File: config.mk
export PLATFORM = sky130hd
export DESIGN_NAME = eoi_deact_unit
export DESIGN_NICKNAME = d
export VERILOG_FILES = /design/src/rtl/eoi_pkg.sv /design/src/rtl/eoi_lr_file.sv /design/src/rtl/eoi_match_find.sv /design/src/rtl/eoi_preempt.sv /design/src/rtl/eoi_deact_unit.sv
export SDC_FILE = /design/constraint.sdc
export NUM_CORES = 1
export LEC_CHECK = 0
export BUFFER_PORTS_ARGS = -buffer_cell sky130_fd_sc_hd__buf_2
export CAP_MARGIN = 20
export CELL_PAD_IN_SITES_DETAIL_PLACEMENT = 1
export CELL_PAD_IN_SITES_GLOBAL_PLACEMENT = 1
export CORE_ASPECT_RATIO = 0.6
export CORE_MARGIN = 5
export CORE_UTILIZATION = 54
export CTS_CLUSTER_DIAMETER = 30
export DETAILED_ROUTE_END_ITERATION = 6
export PLACE_DENSITY = 0.91
export SYNTH_ARGS = -nofsm -noshare
export SYNTH_HDL_FRONTEND = slang
export SYNTH_SLANG_ARGS = --single-unit
File: constraint.sdc
create_clock -name clk -period 7.65 [get_ports clk]
set_input_delay 0.3825 -clock clk [delete_from_list [all_inputs] [get_ports clk]]
set_output_delay 0.3825 -clock clk [all_outputs]
set_load 0.03 [all_outputs]
File: src/rtl/eoi_pkg.sv
package eoi_pkg;
    localparam int VID_W   = 32;
    localparam int PID_W   = 10;
    localparam int PRIO_W  = 8;
    localparam int CTL_W   = 32;
    localparam int CNT_LSB = 27;
    localparam int CNT_W   = 5;

    typedef struct packed {
        logic              pend;
        logic              act;
        logic              hw;
        logic              grp;
        logic [3:0]        spare_hi;
        logic [PRIO_W-1:0] prio;
        logic [5:0]        spare_lo;
        logic [PID_W-1:0]  pid;
        logic [VID_W-1:0]  vid;
    } lr_entry_t;

    typedef enum logic [2:0] {
        ST_IDLE,
        ST_DROP,
        ST_FIND,
        ST_APPLY,
        ST_DONE
    } eoi_state_e;
endpackage

File: src/rtl/eoi_lr_file.sv
module eoi_lr_file
    import eoi_pkg::*;
#(
    parameter int NUM_LR = 8,
    localparam int IDX_W = (NUM_LR > 1) ? $clog2(NUM_LR) : 1
) (
    input  logic                    clk,
    input  logic                    rst_n,
    input  logic                    wr_en,
    input  logic [IDX_W-1:0]        wr_idx,
    input  lr_entry_t               wr_data,
    input  logic                    clr_en,
    input  logic [IDX_W-1:0]        clr_idx,
    input  logic [IDX_W-1:0]        rd_idx,
    output lr_entry_t               rd_data,
    output lr_entry_t [NUM_LR-1:0]  entries
);
    lr_entry_t mem_q [NUM_LR];

    for (genvar g = 0; g < NUM_LR; g++) begin : g_ent
        always_ff @(posedge clk or negedge rst_n) begin
            if (!rst_n) begin
                mem_q[g] <= '0;
            end else if (clr_en && (clr_idx == IDX_W'(g))) begin
                mem_q[g].act <= 1'b0;
            end else if (wr_en && (wr_idx == IDX_W'(g))) begin
                mem_q[g] <= wr_data;
            end
        end
        assign entries[g] = mem_q[g];
    end

    assign rd_data = mem_q[rd_idx];

    // a retirement touches only the active bit of the chosen entry
    p_clear_only_act_r7: assert property (@(posedge clk) disable iff (!rst_n)
        clr_en |=> (!mem_q[$past(clr_idx)].act &&
                    mem_q[$past(clr_idx)].vid == $past(mem_q[clr_idx].vid) &&
                    mem_q[$past(clr_idx)].pid == $past(mem_q[clr_idx].pid)));
endmodule

File: src/rtl/eoi_match_find.sv
module eoi_match_find
    import eoi_pkg::*;
#(
    parameter int NUM_LR = 8,
    localparam int IDX_W = (NUM_LR > 1) ? $clog2(NUM_LR) : 1
) (
    input  lr_entry_t [NUM_LR-1:0] entries,
    input  logic [IDX_W:0]         used_cnt,
    input  logic [VID_W-1:0]       id,
    output logic                   hit,
    output logic [IDX_W-1:0]       idx
);
    logic [NUM_LR-1:0] cand;

    for (genvar g = 0; g < NUM_LR; g++) begin : g_cmp
        assign cand[g] = (($bits(used_cnt)+1)'(g) < {1'b0, used_cnt}) &&
                         entries[g].act && (entries[g].vid == id);
    end

    always_comb begin
        hit = |cand;
        idx = '0;
        for (int k = NUM_LR - 1; k >= 0; k--) begin
            if (cand[k]) idx = IDX_W'(k);
        end
    end
endmodule

File: src/rtl/eoi_preempt.sv
module eoi_preempt
    import eoi_pkg::*;
(
    input  logic [PRIO_W-1:0] prio,
    input  logic              grp,
    input  logic [2:0]        bpr0,
    input  logic [2:0]        bpr1,
    input  logic              cbpr,
    output logic [PRIO_W-1:0] pre
);
    logic [3:0] shift;

    always_comb begin
        if (!grp) begin
            shift = {1'b0, bpr0} + 4'd1;
        end else if (cbpr) begin
            shift = (bpr0 < 3'd7) ? ({1'b0, bpr0} + 4'd1) : 4'd7;
        end else begin
            shift = {1'b0, bpr1};
        end
        pre = prio & (PRIO_W'({PRIO_W{1'b1}}) << shift);
    end
endmodule

File: src/rtl/eoi_deact_unit.sv
module eoi_deact_unit
    import eoi_pkg::*;
#(
    parameter int NUM_LR   = 8,
    parameter int LPI_BASE = 8192,
    localparam int IDX_W   = (NUM_LR > 1) ? $clog2(NUM_LR) : 1
) (
    input  logic               clk,
    input  logic               rst_n,
    input  logic               req_valid,
    output logic               req_ready,
    input  logic               req_dir,
    input  logic [31:0]        req_id,
    input  logic               req_grp,
    input  logic               eoi_split,
    input  logic [2:0]         bpr0,
    input  logic [2:0]         bpr1,
    input  logic               cbpr,
    input  logic [IDX_W:0]     used_cnt,
    output logic               drop_req,
    input  logic               drop_ack,
    input  logic [7:0]         drop_prio,
    output logic               done,
    input  logic               lr_wr_en,
    input  logic [IDX_W-1:0]   lr_wr_idx,
    input  logic [63:0]        lr_wr_data,
    input  logic [IDX_W-1:0]   lr_rd_idx,
    output logic [63:0]        lr_rd_data,
    input  logic               ctl_wr_en,
    input  logic [31:0]        ctl_wr_data,
    output logic [31:0]        ctl_q,
    output logic               pdeact_valid,
    output logic [9:0]         pdeact_id
);
    eoi_state_e state_q, state_d;

    logic              dir_q, grp_q, split_q, lpi_q;
    logic [VID_W-1:0]  id_q;
    logic [PRIO_W-1:0] dropped_q;
    logic              hit_q;
    logic [IDX_W-1:0]  idx_q;
    lr_entry_t         entry_q;

    lr_entry_t [NUM_LR-1:0] entries;
    lr_entry_t              rd_ent;
    logic                   find_hit;
    logic [IDX_W-1:0]       find_idx;
    logic [PRIO_W-1:0]      ent_pre;
    logic                   do_deact, clr_en, req_lpi, accept;
    logic [CTL_W-1:0]       ctl_r;

    assign req_lpi = (req_id >= 32'(LPI_BASE));
    assign accept  = req_valid && (state_q == ST_IDLE);

    eoi_lr_file #(.NUM_LR(NUM_LR)) u_file (
        .clk     (clk),
        .rst_n   (rst_n),
        .wr_en   (lr_wr_en),
        .wr_idx  (lr_wr_idx),
        .wr_data (lr_entry_t'(lr_wr_data)),
        .clr_en  (clr_en),
        .clr_idx (idx_q),
        .rd_idx  (lr_rd_idx),
        .rd_data (rd_ent),
        .entries (entries)
    );

    eoi_match_find #(.NUM_LR(NUM_LR)) u_find (
        .entries  (entries),
        .used_cnt (used_cnt),
        .id       (id_q),
        .hit      (find_hit),
        .idx      (find_idx)
    );

    eoi_preempt u_pre (
        .prio (entry_q.prio),
        .grp  (entry_q.grp),
        .bpr0 (bpr0),
        .bpr1 (bpr1),
        .cbpr (cbpr),
        .pre  (ent_pre)
    );

    assign lr_rd_data = rd_ent;
    assign ctl_q      = ctl_r;

    // state register
    always_ff @(posedge clk or negedge rst_n) begin
        if (!rst_n) state_q <= ST_IDLE;
        else        state_q <= state_d;
    end

    // next-state logic
    always_comb begin
        state_d = state_q;
        unique case (state_q)
            ST_IDLE: begin
                if (req_valid) begin
                    if (!req_dir)                     state_d = ST_DROP;
                    else if (eoi_split && !req_lpi)   state_d = ST_FIND;
                    else                              state_d = ST_DONE;
                end
            end
            ST_DROP: begin
                if (drop_ack) state_d = (!split_q && !lpi_q) ? ST_FIND : ST_DONE;
            end
            ST_FIND:  state_d = ST_APPLY;
            ST_APPLY: state_d = ST_DONE;
            ST_DONE:  state_d = ST_IDLE;
            default:  state_d = ST_IDLE;
        endcase
    end

    // retirement decision in ST_APPLY
    always_comb begin
        do_deact = 1'b0;
        if (hit_q) begin
            if (dir_q) do_deact = 1'b1;
            else       do_deact = (grp_q == entry_q.grp) && (ent_pre == dropped_q);
        end
    end
    assign clr_en = (state_q == ST_APPLY) && do_deact;

    // request capture and search registers
    always_ff @(posedge clk or negedge rst_n) begin
        if (!rst_n) begin
            dir_q     <= 1'b0;
            grp_q     <= 1'b0;
            split_q   <= 1'b0;
            lpi_q     <= 1'b0;
            id_q      <= '0;
            dropped_q <= '1;
            hit_q     <= 1'b0;
            idx_q     <= '0;
            entry_q   <= '0;
        end else begin
            if (accept) begin
                dir_q   <= req_dir;
                grp_q   <= req_grp;
                split_q <= eoi_split;
                lpi_q   <= req_lpi;
                id_q    <= req_id;
            end
            if ((state_q == ST_DROP) && drop_ack) dropped_q <= drop_prio;
            if (state_q == ST_FIND) begin
                hit_q   <= find_hit;
                idx_q   <= find_idx;
                entry_q <= entries[find_idx];
            end
        end
    end

    // output process
    always_ff @(posedge clk or negedge rst_n) begin
        if (!rst_n) begin
            ctl_r        <= '0;
            pdeact_valid <= 1'b0;
            pdeact_id    <= '0;
        end else begin
            pdeact_valid <= clr_en && entry_q.hw;
            if (clr_en) pdeact_id <= entry_q.pid;
            if ((state_q == ST_APPLY) && !hit_q) begin
                ctl_r[CNT_LSB +: CNT_W] <= ctl_r[CNT_LSB +: CNT_W] + CNT_W'(1);
            end else if (ctl_wr_en) begin
                ctl_r <= ctl_wr_data;
            end
        end
    end

    assign req_ready = (state_q == ST_IDLE);
    assign drop_req  = (state_q == ST_DROP);
    assign done      = (state_q == ST_DONE);

    // a drop request stays up until the tracker answers
    p_drop_hold_r1: assert property (@(posedge clk) disable iff (!rst_n)
        (drop_req && !drop_ack) |=> drop_req);

    // a deactivate write never leads to a drop request
    p_dir_no_drop_r1: assert property (@(posedge clk) disable iff (!rst_n)
        (req_valid && req_ready && req_dir) |=> !drop_req);

    // the miss counter moves only by one step, apart from control loads
    p_cnt_step_r5: assert property (@(posedge clk) disable iff (!rst_n)
        (!$past(ctl_wr_en) && (ctl_q[CNT_LSB +: CNT_W] != $past(ctl_q[CNT_LSB +: CNT_W])))
        |-> (ctl_q[CNT_LSB +: CNT_W] == CNT_W'($past(ctl_q[CNT_LSB +: CNT_W]) + 1)));

    // the physical deactivate is a single-cycle pulse
    p_pulse_single_r7: assert property (@(posedge clk) disable iff (!rst_n)
        pdeact_valid |=> !pdeact_valid);

    // an accepted request leaves the idle state at once
    p_busy_after_accept_r9: assert property (@(posedge clk) disable iff (!rst_n)
        (req_valid && req_ready) |=> !req_ready);

    // completion lasts one cycle and is followed by readiness
    p_done_single_r9: assert property (@(posedge clk) disable iff (!rst_n)
        done |=> (!done && req_ready));
endmodule

* Word-level counts from Yosys, hierarchy flattened
Cells that the tools add are included.
** Storage, ports and cells
- Register bits after elaboration :: 626
- Input bits :: 162
- Output and inout port bits :: 110
- Word-level logic and storage cells :: 254
** Operators by class
- Add/sub/neg operators :: 2
- Magnitude comparators :: 12
- Equality and inequality tests :: 30
- Shifts and indexed selects :: 1
- Multiplexer cells :: 42
- Bitwise operators :: 11
- Reductions and logical operators :: 67
** Operators with widths (number)
- $mux W63 :: 8
- $bmux W64 S3 :: 2
- $eq A32 B32 Y1 :: 8
- $mux W64 :: 2
- $mux W62 :: 1
- $logic_and A1 B1 Y1 :: 40
- $mux W3 :: 13
- $ge A32 B14 Y1 const B :: 1
- $mux W32 :: 1
- $eq A3 B3 Y1 const B :: 9
- $reduce_and A2 Y1 :: 10
- $eq A3 B2 Y1 const B :: 6
- $reduce_bool A2 Y1 :: 9
- $lt A3 B4 Y1 const A :: 4
- $mux W4 :: 3
- $pmux W3 S4 :: 1
- $mux W1 :: 10
- $eq A3 B1 Y1 const B :: 3
- $logic_not A3 Y1 :: 3
- $not A1 Y1 :: 9
- $and A8 B8 Y8 :: 1
- $eq A8 B8 Y1 :: 1
- $lt A1 B4 Y1 const A :: 2
- $lt A2 B4 Y1 const A :: 2
- 13 further kinds :: 16

* Depth between registers and ports, before layout
Gate-level depths: netlist of run 1.
- Depth in word-level cells :: 14
- Depth in mapped cells :: 14
- Gate-level depth less buffers :: 11

* By module
A second synthesis of run 1 with hierarchy kept.
** Second synthesis, totals
- Cell total of the unflattened synthesis :: 2252
- Area, all modules :: 32517.4 um^2
** Modules (own cells, without submodules)
- eoi_lr_file :: times used 1, cells an instance 1340, area each 23029.6 um^2, sequential area each 12812.3 um^2
- eoi_deact_unit :: times used 1, cells an instance 476, area each 6078.3 um^2, sequential area each 2862.7 um^2
- eoi_match_find :: times used 1, cells an instance 403, area each 3168.0 um^2, sequential area each 0.0 um^2
- eoi_preempt :: times used 1, cells an instance 33, area each 241.5 um^2, sequential area each 0.0 um^2

* Worst setup path before layout of run 1
No wires, ideal clock.
- Path type :: in2reg
- From :: input port bpr0[0]
- To :: register u_file.mem_q, in the netlist u_file.entries[320]
- Library setup time :: 125 ps
- Arrival time :: 3107 ps
- Required time :: 7525 ps
- Path slack :: 4418 ps
- Cell stages on the path :: 13
- Buffers on the path :: 2
- Path through :: ha_1 > xnor2_1 > a31o_2 > nand2_1 > xor2_1 > nand2_1 > or4_1 > o21ai_1 > buf_4 > nand2_2 > o31ai_4 > buf_6 > mux2_2
** Between the ends
- Longest elaborated chain between the ends :: 14
** RTL lines
- from (decl) :: line eoi_deact_unit.sv:16 : input logic [2:0] bpr0,
- $add A3 B1 Y4 / $lt A3 B3 Y1 (equally long branches) :: line eoi_preempt.sv:15, eoi_preempt.sv:17
- $mux W4 :: line eoi_preempt.sv:17 : shift = (bpr0 < 3'd7) ? ({1'b0, bpr0} + 4'd1) : 4'd7;
- $mux W4 :: line eoi_preempt.sv:16 : end else if (cbpr) begin
- $mux W4 (*) :: line eoi_preempt.sv:14 : if (!grp) begin
- $shl A8 B4 Y8 (*) :: line eoi_preempt.sv:21 : pre = prio & (PRIO_W'({PRIO_W{1'b1}}) << shift);
- $and A8 B8 Y8 (*) :: line eoi_preempt.sv:21
- $eq A8 B8 Y1 (*) :: line eoi_deact_unit.sv:120 : else do_deact = (grp_q == entry_q.grp) && (ent_pre == dropped_q);
- $logic_and A1 B1 Y1 (*) :: line eoi_deact_unit.sv:120
- $mux W1 (*) :: line eoi_deact_unit.sv:119 : if (dir_q) do_deact = 1'b1;
- $mux W1 (*) :: line eoi_deact_unit.sv:118 : if (hit_q) begin
- $logic_and A1 B1 Y1 (*) :: line eoi_deact_unit.sv:123 : assign clr_en = (state_q == ST_APPLY) && do_deact;
- $logic_and A1 B1 Y1 (*) :: line eoi_lr_file.sv:24 : end else if (clr_en && (clr_idx == IDX_W'(g))) begin
- $not A1 Y1 (no line) (*)
- $reduce_and A2 Y1 (no line) (*)
- to (signal, indexed assignment) :: line eoi_lr_file.sv:27 : mem_q[g] <= wr_data;
- to (decl) :: line eoi_lr_file.sv:18 : lr_entry_t mem_q [NUM_LR];
Mark *: on every way between the ends. The rest lies on a longest branch, timed or not.
A chain may end at the register's enable or synchronous reset.

* Final worst setup path of run 1
- From :: register entry_q[60] (netlist name)
- To :: register u_file.mem_q, in the netlist u_file.entries[233]
** Between the ends
- Longest elaborated chain between the ends :: 11
** RTL lines
- from (decl) :: line eoi_deact_unit.sv:42 : lr_entry_t entry_q;
- from (signal assigned) :: line eoi_deact_unit.sv:149 : entry_q <= entries[find_idx];
- $mux W4 :: line eoi_preempt.sv:14
- $shl A8 B4 Y8 :: line eoi_preempt.sv:21
- $and A8 B8 Y8 :: line eoi_preempt.sv:21
- $eq A8 B8 Y1 :: line eoi_deact_unit.sv:120
- $logic_and A1 B1 Y1 (*) :: line eoi_deact_unit.sv:120
- $mux W1 (*) :: line eoi_deact_unit.sv:119
- $mux W1 (*) :: line eoi_deact_unit.sv:118
- $logic_and A1 B1 Y1 (*) :: line eoi_deact_unit.sv:123
- $logic_and A1 B1 Y1 (*) :: line eoi_lr_file.sv:24
- $not A1 Y1 (no line) (*)
- $reduce_and A2 Y1 (no line) (*)
Marked as above.

==> results of run 1 <==
-- kinds of logic (layout without fill, tap and decap cells) --
kind of cell | after synthesis | after routing | synth area share
fa+ha+maj | 2 | 2 | 0.000767
other cells | 0 | 9 | 0
simple gates | 395 | 395 | 0.0662
mux | 846 | 846 | 0.334
buf+inv | 165 | 579 | 0.0226
xor+xnor | 265 | 265 | 0.0712
flops | 626 | 626 | 0.481
compound gates | 120 | 120 | 0.0249
-- critical path: cells and delay by family, from the launching register on --
family,cells,cell delay [ps]
XOR/XNOR,1,100
flip-flops,1,580
buffers and inverters,1,520
AO/OA/AOI/OAI,3,1880
AND/OR/NAND/NOR,5,2320
multiplexers,1,430
-- per-layer routing --
metal / GRT usage / vias up
met5: 0 / -
met4: 0.146 / 20
met3: 0.181 / 495
met2: 0.650 / 1924
met1: 0.587 / 13452
li1: - / 9678
-- sequential cells by signal, indices dropped and copies added (netlist names) --
name and flops:
state_q 3, split_q 1, dropped_q 8, pdeact_valid 1
pdeact_id 10, entry_q 20, ctl_q 32, lpi_q 1
grp_q 1, idx_q 3, dir_q 1, hit_q 1
u_file.entries 512, id_q 32
-- power by group through the flow --
stage	sequential (mW)	combinational, mW	clock (mW)
3_5_place_dp	4.94	3.74	0
4_1_cts	4.97	3.89	5.10
2_1_floorplan	4.49	2.37	0
5_1_grt	5.09	4.18	5.32
3_3_place_gp	4.81	3.63	0
6_report	5.05	4.16	5.16
-- through the flow --
| stage | power (mW) | hold WS [ps] |
|---|---|---|
| 2_1_floorplan | 6.86 | 86.9 |
| 3_3_place_gp | 8.44 | 468 |
| 3_5_place_dp | 8.68 | 489 |
| 4_1_cts | 14.0 | 1.88 |
| 5_1_grt | 14.6 | 1.89 |
| 6_report | 14.4 | 20.6 |
-- cell usage in the layout, fill, tap and decap left out, types with 13 or more instances in the layout --
cell type	n
a21oi_1	16
and3_1	21
buf_2	267
buf_4	31
bufinv_16	13
clkbuf_16	107
clkinvlp_4	18
dfrtp_1	618
dlygate4sd3_1	70
inv_6	15
mux2_2	637
mux2i_1	71
mux4_2	128
nand2_1	72
nand3_1	33
nand4_1	43
nor2_1	49
nor3_1	34
nor4_1	77
o21ai_0	39
o221ai_1	20
xnor2_1	98
xor2_1	167
-- worst max path at each step --
stage           startpoint             endpoint  depth (start not counted)
6_report       entry_q[60]  u_file.entries[233]                         11
5_1_grt        entry_q[60]  u_file.entries[233]                         11
4_1_cts        entry_q[60]  u_file.entries[233]                         11
3_5_place_dp          cbpr  u_file.entries[251]                         12
3_3_place_gp       bpr0[0]  u_file.entries[218]                         13
2_1_floorplan      bpr0[0]  u_file.entries[320]                         13
-- what timing repair did --
item,in CTS,in global routing
gates resized for setup,0,0
endpoints found under the hold margin,188,0
hold buffers,70,0
-- layout make-up --
cell class              instances  area, um^2  share of cell area
multi-input cells            1628       16300               0.416
flip-flops and latches        626       15700               0.401
clock buffers                 124        2850              0.0729
repair buffers                375        2390              0.0611
well taps                     781         977              0.0250
clock inverters                72         898              0.0230
inverters                       8        30.0            0.000768
diodes                          9        22.5            0.000576
==> results.md, run 1 <==
* Yosys reg bits at ~630
* Max-cap viol count at 0
* IO buf count at approximately 270
* Starting Density at 0.548
* Final hold vios at 0
* CP dominant cell by count: nor2_1
* Int Power at between 8 and 9 mW
* Leakage at between 15 and 20 nW
* Top-count cell post-synth: mux2_2
* Final slew viol count at 0
* DRC viols at 0
* Drt total wl at roughly 150000 um
* WHS Path Cells at 2
* CP max stage cell: nor2b_1
* Number of flops mapped to enable cells by yosys at 0
* CP arrival at between 6000 and 7000 ps
* Largest net degree at the start of global routing at 193
* Mapped Avg Cell Area at between 10 and 15 um^2
* TritonCTS Buffers at 106
* Worst r2r path cells at 11
* Drt pass-1 iters at 7
* Grt ovf at 0
* Top layer in use: met5
* CP Launch Type: register
* Crit-path max FO at 39
* Routed vias at approximately 26000
* Post-place setup slack at approximately 2100 ps
* Hold Path End: id_q[3]
* FP Rows at 69
* RR Endpoint: u_file.entries[233]
* Clock Latency Late Sink at 690 ps
* Clock Tree Root: clkbuf_16
* Dominant cell type by area after synthesis: dfrtp_1
* DR iter-0 viols at between 3000 and 4000
* Mapped Area at ~33000 um^2
* Critical Path RT at roughly 8200 ps
* Final setup TNS at 0 ps
* CP Cell Sequence: nand2b_1 -> nor2_1 -> nor2_1 -> a31oi_1 -> xor2_1 -> or4_1 -> o21ai_1 -> nor2b_1 -> a21o_4 -> buf_4 -> mux2_2
* Post-CTS Setup Inserts at 0
* Placed inst area at ~35000 um^2
* HP Class: input pin to register
* Synth Flop Type: dfrtp_1
* Core Area at slightly below 60000 um^2
* Share of layout cells above drive strength 1 at 0.456
* Initial antenna violation count at 19
* Crit path time final at roughly 6000 ps
* Worst hold start: req_id[3]
* Internal reg-to-reg setup slack at 1640 ps
* Vias in the first global route at ~28000
* Global placer's final weighted congestion at roughly 1.0
* Detail Route met2 WL at about 64000 um
* Yosys warns at 0
* Synth Instances at 2419
* Least-Margin Pin Slew at 1260 ps
* DRT antenna net count at 0
* Die Footprint at between 60000 and 70000 um^2
* Switching Share at 0.393
* Fin area at 39100 um^2
* Synthesized net count at between 2000 and 3000
* Reg2reg start: entry_q[60]
* Clk pin slew, worst setup/hold paths at about 60 ps
* Setup WS post-layout at approximately 1600 ps
* Max Fclk at 166 MHz
* Async set-or-reset flop fraction in the synthesized netlist at 1.00
* Max incr delay on CP at 1040 ps
* Placed cell count at 3346
* Maximum clock path buffer count at 3
* Count of nets after finishing at 2909
* Routed length on met3 at between 15000 and 20000 um
* Post-DP HPWL at a little under 90000 um
* Post-synth top cells: mux2_2, dfrtp_1, xor2_1
* Class of the most critical setup path: register to register
* Endpoint class of the critical path: register
* Sink Count at 626
* Chip height at 200 um
* GRT Total Usage at 0.437
* Worst Clk Skew at between 30 and 40 ps
* Combinational power share at 0.290
* H-tree levels at 3
* Slew headroom at 0.150
* Seq/Total Area, Yosys at 0.481
* Synth area leaders: dfrtp_1, mux2_2, mux4_2
* Top-area cell type share of the netlist area at 0.474
* Net switching power at roughly 5.6 mW
* Tcrit/Tclk final at 0.786
* Peak VDD IR at 0.000255 V
* Pwr Density at roughly 370 nW/um^2
* Outcome: completed
* RSZ-0062 raised after global routing: false
* P&R area growth vs syn at 19.9%
* I/O pin total at 272
* Wl on met1 at about 56000 um
* Finished Core Util at 0.657
* CTS tree: built
* Non-Filler Instances at 3623
* Synth cell types at just over 60
* Routed WL per cell at 40.2 um
* Vias/cell at slightly above 7
* Share of total power in sequential cells at 0.351
* Final count of negative-setup-slack endpoints at 0
* Die W at between 300 and 400 um
* Fill count at ~5500
* Power share of the clock group at 0.359
* Global-route wire length before repair at between 200000 and 250000 um
No activity file was read; power rests on OpenSTA's default activity.
==> run 2: changes to the inputs <==
--- a/config.mk
+++ b/config.mk
@@ -11,10 +11,10 @@
 export CELL_PAD_IN_SITES_GLOBAL_PLACEMENT = 1
 export CORE_ASPECT_RATIO = 0.6
 export CORE_MARGIN = 5
-export CORE_UTILIZATION = 54
+export CORE_UTILIZATION = 50
 export CTS_CLUSTER_DIAMETER = 30
 export DETAILED_ROUTE_END_ITERATION = 6
-export PLACE_DENSITY = 0.91
+export PLACE_DENSITY = 0.85
 export SYNTH_ARGS = -nofsm -noshare
 export SYNTH_HDL_FRONTEND = slang
 export SYNTH_SLANG_ARGS = --single-unit
==> constraint.sdc (replaced) <==
create_clock -name clk -period 6.15 [get_ports clk]
set_input_delay 0.3075 -clock clk [delete_from_list [all_inputs] [get_ports clk]]
set_output_delay 0.3075 -clock clk [all_outputs]
set_load 0.03 [all_outputs]
==> results.md, run 2 (synthesis results as in run 1) <==
* Outcome: completed
* Chip height at 208 um
* Global placer's final weighted congestion at between 1 and 1.5
* Power share of the clock group at 0.384
* H-tree levels at 3
* Tcrit/Tclk final at 0.807
* Max incr delay on CP at about 850 ps
* I/O pin total at between 200 and 300
* Grt ovf at 0
* Critical Path RT at 6680 ps
* Post-CTS Setup Inserts at 0
* Max reg flops at about 500
* Switching Share at 0.369
* GRT Total Usage at 0.379
* RSZ-0062 raised after global routing: false
* Non-Filler Instances at between 3000 and 4000
* Placed inst area at 34800 um^2
* Least-Margin Pin Slew at ~1200 ps
* Share of layout cells above drive strength 1 at 0.449
* Post-CTS Resized at 0
* Endpoint class of the critical path: register
* Clock Latency Late Sink at about 700 ps
* Global-route wire length before repair at around 200000 um
* CTS tree: built
* Share of total power in sequential cells at 0.340
* Die Footprint at slightly above 70000 um^2
* Vias/cell at ~6.6
* DR iter-0 viols at 3010
* Max-cap viol count at 0
* Worst Clk Skew at slightly below 40 ps
* Clock Tree Root: clkbuf_16
* Count of nets after finishing at just under 3000
* Fin area at roughly 40000 um^2
* Finished Core Util at 0.625
* Placed cell count at between 3000 and 4000
* TritonCTS Buffers at 110
* Most common cell after layout, fill and taps aside: mux2_2
* DRT antenna net count at 0
* DRC viols at 0
* CP Cell Sequence: xnor2_1 -> nand4_1 -> nor4_1 -> nand3_1 -> o21ai_0 -> a21oi_1 -> o21ai_0 -> nand2_2 -> buf_4 -> mux2i_1 -> o221ai_1
* Int Power at 11.5 mW
* HP Class: input pin to register
* Crit-path max FO at 28
* Starting Density at 0.506
* Hold Worst Slack at ~25 ps
* Routed WL per cell at about 36 um
* Final count of negative-setup-slack endpoints at 0
* Routed vias at around 25000
* Hold_buf cts at about 130
* CP arrival at ~5500 ps
* CP Launch Type: register
* Final Power at roughly 18 mW
* Post-place setup slack at approximately 1500 ps
* FP Rows at 72
* Leakage at between 15 and 20 nW
* Vias in the first global route at 26823
* Drt pass-1 iters at 5
* Clk pin slew, worst setup/hold paths at about 60 ps
* Post-DP HPWL at between 80000 and 90000 um
* Fill count at about 6100
* Sink Count at between 600 and 700
* Die W at roughly 340 um
* Final setup TNS at 0 ps
* Max Fclk at slightly above 200 MHz
* Maximum clock path buffer count at 3
* Pwr Density at 451 nW/um^2
* CP max stage cell: xnor2_1
* Crit path time final at 4960 ps
* Peak VDD IR at 0.000242 V
* P&R area growth vs syn at 23.6%
* Most frequent cells in the layout: mux2_2, dfrtp_1, buf_2, xor2_1, dlygate4sd3_1
* Final slew viol count at 0
* Class of the most critical setup path: register to register
* Drt total wl at around 140000 um
* Setup WS post-layout at about 1200 ps
* Net switching power at around 6.7 mW
* Register area at between 15000 and 20000 um^2
* Combinational power share at 0.276
* Final hold vios at 0
* IO buf count at about 270
* Core Area at 64500 um^2
* Footprint of the multi-input gates at around 16000 um^2
* Initial antenna violation count at 16
* Largest net degree at the start of global routing at between 100 and 150
* Slew headroom at 0.213
* CP dominant cell by count: o21ai_0
[run 2: changes by cell type in the layout (fill, tap and decap cells not counted), sizes merged, moves of 4 or more]
cell,before,now
bufinv,13,26
clkinv,19,28
clkinvlp,18,14
dlygate4sd3,70,133
buf,305,309
inv,30,23
[run 2: layout make-up]
type / count / area share
antenna: 10 / 0.000621
clock buffer: 126 / 0.0713
multi-input combinational: 1628 / 0.404
tap: 851 / 0.0264
timing repair buffer: 443 / 0.0767
sequential: 626 / 0.389
clock inverter: 83 / 0.0314
inverter: 8 / 0.000745
[run 2: power groups by stage]
stage               combinational [mW]  clock [mW]  sequential (mW)
finish                            5.02        6.97             6.18
global route                      5.12        7.21             6.24
detailed placement                4.57           0             6.11
global placement                  4.48           0             5.98
CTS                               4.75        6.93             6.11
floorplan                         2.95           0             5.59
[run 2: path summary, 6_finish.rpt]
check | startpoint | cells past startpoint | end | slack (ps)
worst max-delay path | id_q[25] | 11 | entry_q[39] | 1190
worst min-delay path | lr_wr_data[15] | 2 | u_file.entries[207] | 20
worst max register to register | id_q[25] | 11 | entry_q[39] | 1190
worst min register to register | u_file.entries[365] | 1 | u_file.entries[365] | 500
max in group asynchronous | rst_n | 3 | u_file.entries[494] | 4310
min in group asynchronous | rst_n | 2 | u_file.entries[10] | 250
[run 2: layer usage]
layer  vias to the layer above  part of all wire  global-route usage
li1                       9852                 -                   -
met1                     13410              0.41               0.530
met2                      1515              0.44               0.568
met3                       298              0.12               0.141
met4                        18             0.026              0.0882
met5                         -            0.0011                   0
[run 2: worst max-delay path, delay by kind of cell (launching register included)]
family / cells / cell delay [ps]
AOI/OAI and AO/OA: 4 / 1070
xor gates and xnor gates: 1 / 850
and+or+nand+nor: 4 / 1560
muxes: 1 / 240
buffers and inverters: 1 / 510
DFF: 1 / 560
